## src/rtl/cbt_pkg.sv

```systemverilog
package cbt_pkg;
  localparam int REG_W = 8;
  localparam int BRP_W = 6;
  localparam int SJW_W = 2;
  localparam int TS1_W = 4;
  localparam int TS2_W = 3;
  localparam int LEN_W = 5;

  typedef enum logic [1:0] {
    SEG_SYNC = 2'd0,
    SEG_PH1  = 2'd1,
    SEG_PH2  = 2'd2
  } seg_e;

  function automatic logic vote3(input logic a, input logic b, input logic c);
    return (a & b) | (a & c) | (b & c);
  endfunction
endpackage

```

## src/rtl/cbt_regs.sv

```systemverilog
module cbt_regs #(
  parameter int W = cbt_pkg::REG_W
) (
  input  logic         clk,
  input  logic         rst,
  input  logic         init_mode,
  input  logic         full_view,
  input  logic         wr_en,
  input  logic         wr_sel,
  input  logic [W-1:0] wr_data,
  input  logic         rd_sel,
  output logic [W-1:0] cfg0,
  output logic [W-1:0] cfg1,
  output logic [W-1:0] rd_data
);
  localparam int NWORDS = 2;
  localparam logic [W-1:0] ALL_ONES = '1;

  logic [W-1:0] bank [NWORDS];

  for (genvar g = 0; g < NWORDS; g++) begin : g_word
    always_ff @(posedge clk) begin
      if (rst)
        bank[g] <= '0;
      else if (wr_en && init_mode && (wr_sel == 1'(g)))
        bank[g] <= wr_data;
    end
  end

  assign cfg0 = bank[0];
  assign cfg1 = bank[1];

  always_ff @(posedge clk) begin
    if (rst)
      rd_data <= '0;
    else if (init_mode || full_view)
      rd_data <= rd_sel ? bank[1] : bank[0];
    else
      rd_data <= ALL_ONES;
  end

  // a write outside init mode leaves both words untouched
  assert_locked_write_R10: assert property (@(posedge clk) disable iff (rst)
    (wr_en && !init_mode) |=> ($stable(cfg0) && $stable(cfg1)));

  // masked readback outside init mode without full view
  assert_masked_read_R11: assert property (@(posedge clk) disable iff (rst)
    (!init_mode && !full_view) |=> (rd_data == ALL_ONES));
endmodule

```

## src/rtl/cbt_tq_gen.sv

```systemverilog
module cbt_tq_gen #(
  parameter int PW = cbt_pkg::BRP_W
) (
  input  logic          clk,
  input  logic          rst,
  input  logic          restart,
  input  logic [PW-1:0] brp,
  output logic          tick
);
  localparam int CW = PW + 1;

  logic [CW-1:0] cnt;
  logic [CW-1:0] limit;

  assign limit = {brp, 1'b1};
  assign tick  = (cnt >= limit);

  always_ff @(posedge clk) begin
    if (rst || restart || tick)
      cnt <= '0;
    else
      cnt <= cnt + CW'(1);
  end

  // a quantum is at least two clocks long, so ticks never touch
  assert_tick_gap_R1: assert property (@(posedge clk) disable iff (rst)
    (tick && !restart) |=> !tick);
endmodule

```

## src/rtl/cbt_bit_fsm.sv

```systemverilog
module cbt_bit_fsm
  import cbt_pkg::*;
#(
  parameter int T1W = cbt_pkg::TS1_W,
  parameter int T2W = cbt_pkg::TS2_W,
  parameter int JW  = cbt_pkg::SJW_W,
  parameter int LW  = cbt_pkg::LEN_W
) (
  input  logic           clk,
  input  logic           rst,
  input  logic           tick,
  input  logic           rx_lvl,
  input  logic           fall_edge,
  input  logic           bus_idle,
  input  logic [T1W-1:0] tseg1,
  input  logic [T2W-1:0] tseg2,
  input  logic [JW-1:0]  sjw,
  input  logic           triple,
  output logic           hard_sync,
  output logic           sample_strobe,
  output logic           sample_bit,
  output logic           tx_strobe
);
  seg_e          seg;
  logic [LW-1:0] qcnt, ph1_len, ph2_len;
  logic          resynced;
  logic [1:0]    hist;

  logic [LW-1:0] jump, lag, rem, step1, step2, ph1_adj, ph2_adj, qcnt_inc;
  logic          rs_ok, at_sp, end_bit, picked;

  assign hard_sync = fall_edge && bus_idle;
  assign rs_ok     = fall_edge && !bus_idle && !resynced && (seg != SEG_SYNC);

  always_comb begin
    qcnt_inc = qcnt + LW'(1);
    jump     = LW'(sjw) + LW'(1);
    lag      = qcnt_inc;
    rem      = ph2_len - qcnt;
    step1    = (lag < jump) ? lag : jump;
    step2    = (rem < jump) ? rem : jump;
    ph1_adj  = ph1_len + ((rs_ok && seg == SEG_PH1) ? step1 : '0);
    ph2_adj  = ph2_len - ((rs_ok && seg == SEG_PH2) ? step2 : '0);
    at_sp    = (seg == SEG_PH1) && (qcnt == ph1_adj - LW'(1));
    end_bit  = (seg == SEG_PH2) && (qcnt_inc >= ph2_adj);
    picked   = triple ? vote3(hist[1], hist[0], rx_lvl) : rx_lvl;
  end

  always_ff @(posedge clk) begin
    if (rst) begin
      seg           <= SEG_SYNC;
      qcnt          <= '0;
      ph1_len       <= LW'(1);
      ph2_len       <= LW'(1);
      resynced      <= 1'b0;
      hist          <= '0;
      sample_strobe <= 1'b0;
      sample_bit    <= 1'b0;
      tx_strobe     <= 1'b0;
    end else begin
      sample_strobe <= !hard_sync && tick && at_sp;
      tx_strobe     <= !hard_sync && tick && end_bit;
      if (hard_sync) begin
        seg      <= SEG_SYNC;
        qcnt     <= '0;
        resynced <= 1'b0;
      end else begin
        ph1_len <= ph1_adj;
        ph2_len <= ph2_adj;
        if (rs_ok) resynced <= 1'b1;
        if (tick) begin
          hist <= {hist[0], rx_lvl};
          if (at_sp) sample_bit <= picked;
          case (seg)
            SEG_SYNC: begin
              seg      <= SEG_PH1;
              qcnt     <= '0;
              ph1_len  <= LW'(tseg1) + LW'(1);
              ph2_len  <= LW'(tseg2) + LW'(1);
              resynced <= 1'b0;
            end
            SEG_PH1: begin
              if (at_sp) begin
                seg  <= SEG_PH2;
                qcnt <= '0;
              end else begin
                qcnt <= qcnt_inc;
              end
            end
            SEG_PH2: begin
              if (end_bit) begin
                seg  <= SEG_SYNC;
                qcnt <= '0;
              end else begin
                qcnt <= qcnt_inc;
              end
            end
            default: begin
              seg  <= SEG_SYNC;
              qcnt <= '0;
            end
          endcase
        end
      end
    end
  end

  // a sample strobe always coincides with entry into the post-sample phase
  assert_sample_enters_ph2_R3: assert property (@(posedge clk) disable iff (rst)
    sample_strobe |-> (seg == SEG_PH2 && qcnt == '0));

  // a transmit strobe marks the very start of a sync segment
  assert_tx_at_sync_R4: assert property (@(posedge clk) disable iff (rst)
    tx_strobe |-> (seg == SEG_SYNC && qcnt == '0));

  // the pre-sample phase grows by at most the jump width
  assert_lengthen_clamp_R7: assert property (@(posedge clk) disable iff (rst)
    (seg == SEG_PH1 && $past(seg) == SEG_PH1) |->
      (int'(ph1_len) <= int'($past(ph1_len)) + int'($past(sjw)) + 1));

  // the post-sample phase shrinks by at most the jump width
  assert_shorten_clamp_R8: assert property (@(posedge clk) disable iff (rst)
    (seg == SEG_PH2 && $past(seg) == SEG_PH2) |->
      (int'(ph2_len) + int'($past(sjw)) + 1 >= int'($past(ph2_len))));

  // once a bit has used its resync, its phase lengths stay frozen
  assert_single_resync_R9: assert property (@(posedge clk) disable iff (rst)
    (resynced && $past(resynced) && seg == $past(seg)) |->
      (ph1_len == $past(ph1_len) && ph2_len == $past(ph2_len)));
endmodule

```

## src/rtl/can_bit_timing.sv

```systemverilog
module can_bit_timing #(
  parameter int REG_W = cbt_pkg::REG_W,
  parameter int BRP_W = cbt_pkg::BRP_W,
  parameter int SJW_W = cbt_pkg::SJW_W,
  parameter int TS1_W = cbt_pkg::TS1_W,
  parameter int TS2_W = cbt_pkg::TS2_W,
  parameter int LEN_W = cbt_pkg::LEN_W
) (
  input  logic             clk,
  input  logic             rst,
  input  logic             init_mode,
  input  logic             full_view,
  input  logic             wr_en,
  input  logic             wr_sel,
  input  logic [REG_W-1:0] wr_data,
  input  logic             rd_sel,
  output logic [REG_W-1:0] rd_data,
  input  logic             bus_idle,
  input  logic             rx,
  output logic             sample_strobe,
  output logic             sample_bit,
  output logic             tx_strobe
);
  localparam int TRIPLE_BIT = REG_W - 1;

  logic [REG_W-1:0] cfg0, cfg1;
  logic             rx_s1, rx_s2, fall_edge, tick, hard_sync;

  cbt_regs #(.W(REG_W)) u_regs (
    .clk      (clk),
    .rst      (rst),
    .init_mode(init_mode),
    .full_view(full_view),
    .wr_en    (wr_en),
    .wr_sel   (wr_sel),
    .wr_data  (wr_data),
    .rd_sel   (rd_sel),
    .cfg0     (cfg0),
    .cfg1     (cfg1),
    .rd_data  (rd_data)
  );

  always_ff @(posedge clk) begin
    if (rst) begin
      rx_s1 <= 1'b1;
      rx_s2 <= 1'b1;
    end else begin
      rx_s1 <= rx;
      rx_s2 <= rx_s1;
    end
  end

  assign fall_edge = rx_s2 && !rx_s1;

  cbt_tq_gen #(.PW(BRP_W)) u_tq (
    .clk    (clk),
    .rst    (rst),
    .restart(hard_sync),
    .brp    (cfg0[BRP_W-1:0]),
    .tick   (tick)
  );

  cbt_bit_fsm #(
    .T1W(TS1_W),
    .T2W(TS2_W),
    .JW (SJW_W),
    .LW (LEN_W)
  ) u_fsm (
    .clk          (clk),
    .rst          (rst),
    .tick         (tick),
    .rx_lvl       (rx_s1),
    .fall_edge    (fall_edge),
    .bus_idle     (bus_idle),
    .tseg1        (cfg1[TS1_W-1:0]),
    .tseg2        (cfg1[TS1_W +: TS2_W]),
    .sjw          (cfg0[REG_W-1 -: SJW_W]),
    .triple       (cfg1[TRIPLE_BIT]),
    .hard_sync    (hard_sync),
    .sample_strobe(sample_strobe),
    .sample_bit   (sample_bit),
    .tx_strobe    (tx_strobe)
  );

  // the two strobes never fire together
  assert_strobes_apart_R4: assert property (@(posedge clk) disable iff (rst)
    !(sample_strobe && tx_strobe));
endmodule

```

## config.mk

```make
export PLATFORM = sky130hd
export DESIGN_NAME = can_bit_timing
export DESIGN_NICKNAME = d
export VERILOG_FILES = /design/src/rtl/cbt_pkg.sv /design/src/rtl/cbt_regs.sv /design/src/rtl/cbt_tq_gen.sv /design/src/rtl/cbt_bit_fsm.sv /design/src/rtl/can_bit_timing.sv
export SDC_FILE = /design/constraint.sdc
export NUM_CORES = 1
export LEC_CHECK = 0
export BUFFER_PORTS_ARGS = -buffer_cell sky130_fd_sc_hd__buf_2
export CORE_MARGIN = 2
export CORE_UTILIZATION = 54
export CTS_CLUSTER_SIZE = 28
export DETAILED_ROUTE_END_ITERATION = 7
export PLACE_DENSITY = 0.8
export SYNTH_ARGS = -nofsm -noshare
export SYNTH_HDL_FRONTEND = slang
export SYNTH_SLANG_ARGS = --single-unit
```

## constraint.sdc

```tcl
create_clock -name clk -period 4.85 [get_ports clk]
set_clock_uncertainty 0.2 [all_clocks]
set_input_delay 0.2425 -clock clk [delete_from_list [all_inputs] [get_ports clk]]
set_output_delay 0.2425 -clock clk [all_outputs]
set_load 0.005 [all_outputs]
```

==> results.md <==
- Max Cap Viol: 0
- Tot GR Track Use: a little over a fifth
- Root Driver: clkbuf_8
- Critical path arrival: 4.85 ns
- Fin crit share: 98.4%
- Routability cong.: ~0.92
- Final worst hold slack: about 0.0013 ns
- Skew-Pair Late Insertion Delay: between 0.3 and 0.4 ns
- Ports: 28
- Seq cells post-synth: 56
- CTS Buffer Depth: 2
- Average cell area after synthesis: ~9.4 um^2
- Critical Path Most Common Cell: a21oi_2
- # fillers: roughly 470
- Synth area leader: dfxtp_1
- Synth-to-layout area growth: 12.8%
- Most frequent cells in the layout: dfxtp_1 (39), ha_1 (33), nor2_1 (30), buf_2 (27), inv_1 (26)
- Row cnt: 28
- Async set-reset flop share out of synthesis: 0%
- First drt pass iteration count: 6
- Worst-margin pin slew: around 0.79 ns
- Dominant synthesized flop cell: dfxtp_1
- DRT antenna net count: 0
- Post-synth cell types: 55
- Reg2reg end: u_fsm.qcnt[0]$_SDFFE_PP0N_
- Net Count, Synth: ~420
- Drt total wl: between 7000 and 8000 um
- Slew headroom: between 40% and 50%
- Starting DRT DRC Count: 190
- Max incr delay on CP: 0.49 ns
- R2R Setup Slk: between 0.07 and 0.08 ns
- GRT Residual Overflow: 0
- H-tree Lvls: 2
- Worst setup SP type: register
- Fin cells: 472
- Seq/Total Area, Yosys: roughly 38%
- Outcome: complete, no violations
- Post-layout power: just over 1000 uW
- TritonCTS Buffers: 5
- Warnings from Yosys: 0
- Clock transition at the registers of the reported paths: around 0.11 ns
- Final #Nets: 451
- Worst setup EP type: register
- Placed insts: 457
- Chip Width: 83.3 um
- Initial antenna violation count: 0
- Slowest cell on the critical path: fa_1
- Critical path buffers and inverters: 2
- Yosys top cell area share: between 20% and 30%
- Leakage: around 0.0017 uW
- FMAX: roughly 210 MHz
- Multi-input gate area: roughly 2000 um^2
- Largest delay contributor family on the critical path: adder cells
- Core footprint: between 5000 and 6000 um^2
- CP required: 4.93 ns
- Dpl hpwl: 5450 um
- Register Area: around 1300 um^2
- Worst Hold End: u_regs.bank[0][2]$_SDFFCE_PN0P_
- First-pass GRT wire length: roughly 12,000 um
- Ranking of synthesized cells by area: dfxtp_1 (24%), edfxtp_1 (14%), ha_1 (13%), a21oi_1 (3.7%), nor2_1 (3.4%)
- Crit path time final: roughly 4.8 ns
- FF-to-FF path depth: 21
- Worst Path Max Fanout: 4
- Hold Fails Final Rpt: 0
- DIE AREA: 6940 um^2
- Vias per cell: 5.60
- Slew Limit Fails: 0
- HP Start: wr_data[2]
- Ant diodes: 0
- Final Util: 64.0%
- Hold path depth: 2
- Die H: between 80 and 90 um
- Number of port buffers: 27
- Number of clock sinks: 56
- Reg2Reg Launch Point: u_fsm.ph2_len[0]$_SDFFE_PP1N_
- Post-route DRC: 0
- Cells after Synth: around 360
- Vias in the first global route: between 2,000 and 3,000
- Crit path cell chain: inv_1 -> ha_2 -> inv_2 -> fa_1 -> ha_1 -> a21o_1 -> a21oi_2 -> nand3_2 -> mux2i_2 -> or2_2 -> ha_1 -> a21o_1 -> a21oi_2 -> xor2_1 -> ha_1 -> o21a_1 -> a21oi_2 -> maj3_2 -> nand2_1 -> a21oi_2 -> mux2_2
- Mapped Area: between 3000 and 4000 um^2
- Detail-routed net length per standard cell: between 15 and 20 um
- Power Dens Cells: approximately 270 nW/um^2
- Critical path class: register to register
- Initial Utilization: 56.7%
- Vias: ~2,600
- Hold Path Class: input port to register
- CTS tree: yes
- Largest net degree at the start of global routing: 31
- EDFF count, synth: 16
- Commonest non-fill, non-tap cell in the layout: dfxtp_1
- Layout cells sized above 1: 19.6%
- Setup Viol. Count Final: 0
- Worst vdd ir: slightly above 0.2 mV
-- per-layer routing --
layer  global-route usage [%]  wire [um]  vias to the layer above
met5                        0          0                        -
met4                     8.20        255                        0
met3                     4.17        297                       20
met2                     34.0       3350                       66
met1                     28.4       3320                     1239
li1                         -          -                     1320
-- worst max-delay path by stage --
stage,from,endpoint,cells after the start
3_5_place_dp,u_fsm.ph2_len[0]$_SDFFE_PP1N_,u_fsm.seg[0]$_SDFFE_PP0P_,21
5_1_grt,u_fsm.ph2_len[0]$_SDFFE_PP1N_,u_fsm.qcnt[2]$_SDFFE_PP0N_,21
3_3_place_gp,u_fsm.ph2_len[0]$_SDFFE_PP1N_,u_fsm.seg[0]$_SDFFE_PP0P_,21
2_1_floorplan,u_fsm.qcnt[0]$_SDFFE_PP0N_,u_fsm.seg[0]$_SDFFE_PP0P_,20
6_report,u_fsm.ph2_len[0]$_SDFFE_PP1N_,u_fsm.qcnt[0]$_SDFFE_PP0N_,21
4_1_cts,u_fsm.ph2_len[0]$_SDFFE_PP1N_,u_fsm.qcnt[2]$_SDFFE_PP0N_,19
-- cell type report --
cell class	count	share of cell area (%)
multi-input combinational	268	53.0
clock buffer	5	1.80
sequential	56	33.5
timing repair buffer	38	6.01
clock inverter	3	0.686
tap	75	2.45
inverter	27	2.64
-- synth_stat cells (all sizes together) (2+ instances only) --
library cell,n
and3,4
nor3,3
mux2i,10
a22o,3
nor2,31
or2,6
nand3,12
dfxtp,40
o21a,3
and2,19
xor2,12
o21ai,12
nand2,20
a211oi,10
a21boi,3
nand2b,6
ha,35
a211o,4
inv,27
a21o,5
edfxtp,16
xnor2,13
conb,2
a21oi,26
buf,3
o211ai,3
fa,3
nor4,2
mux2,2
clkbuf,7
-- power by group --
group | switching [uW] | total [uW] | leakage (uW) | internal (uW)
clock network | 167 | 273 | 0.0000487 | 106
registers | 21.7 | 530 | 0.000484 | 509
logic | 115 | 220 | 0.00113 | 105
total | 304 | 1020 | 0.00166 | 720
-- flip-flops by register name, indices dropped and copies added, names as in the netlist --
register / cells
u_fsm.resynced: 1
u_fsm.ph1_len: 5
u_fsm.qcnt: 5
u_fsm.hist: 2
u_fsm.ph2_len: 5
rx_s1: 1
u_regs.rd_data: 8
u_fsm.sample_strobe: 1
u_fsm.seg: 2
u_fsm.tx_strobe: 1
u_fsm.sample_bit: 1
u_regs.bank: 16
rx_s2: 1
u_tq.cnt: 7
-- per-stage QoR --
stage	area (um^2)	setup WS (ns)	TNS, ns
6_report	3830	0.0799	0
5_1_grt	3830	-0.0760	-0.378
4_1_cts	3770	0.0233	0
2_1_floorplan	3400	0.255	0
3_3_place_gp	3620	0.152	0
3_5_place_dp	3620	-0.158	-0.304
-- what timing repair did --
item / in CTS / in global routing
hold buffers: 5 / 0
endpoints found under the setup margin: 2 / 7
gates resized for setup: 3 / 13
pin swaps: 1 / 6
hold endpoints to repair: 7 / 0
setup buffers: 0 / 2
-- logic make-up after synthesis --
logic type	count (synthesis)	synth area share [%]
buf+inv	37	4.13
mux	12	3.61
fa+ha+maj	39	15.0
other cells	2	0.221
xor+xnor	25	6.45
flops	56	37.7
compound gates	79	16.0
simple gates	111	16.9
No activity file was read; power rests on OpenSTA's default activity.
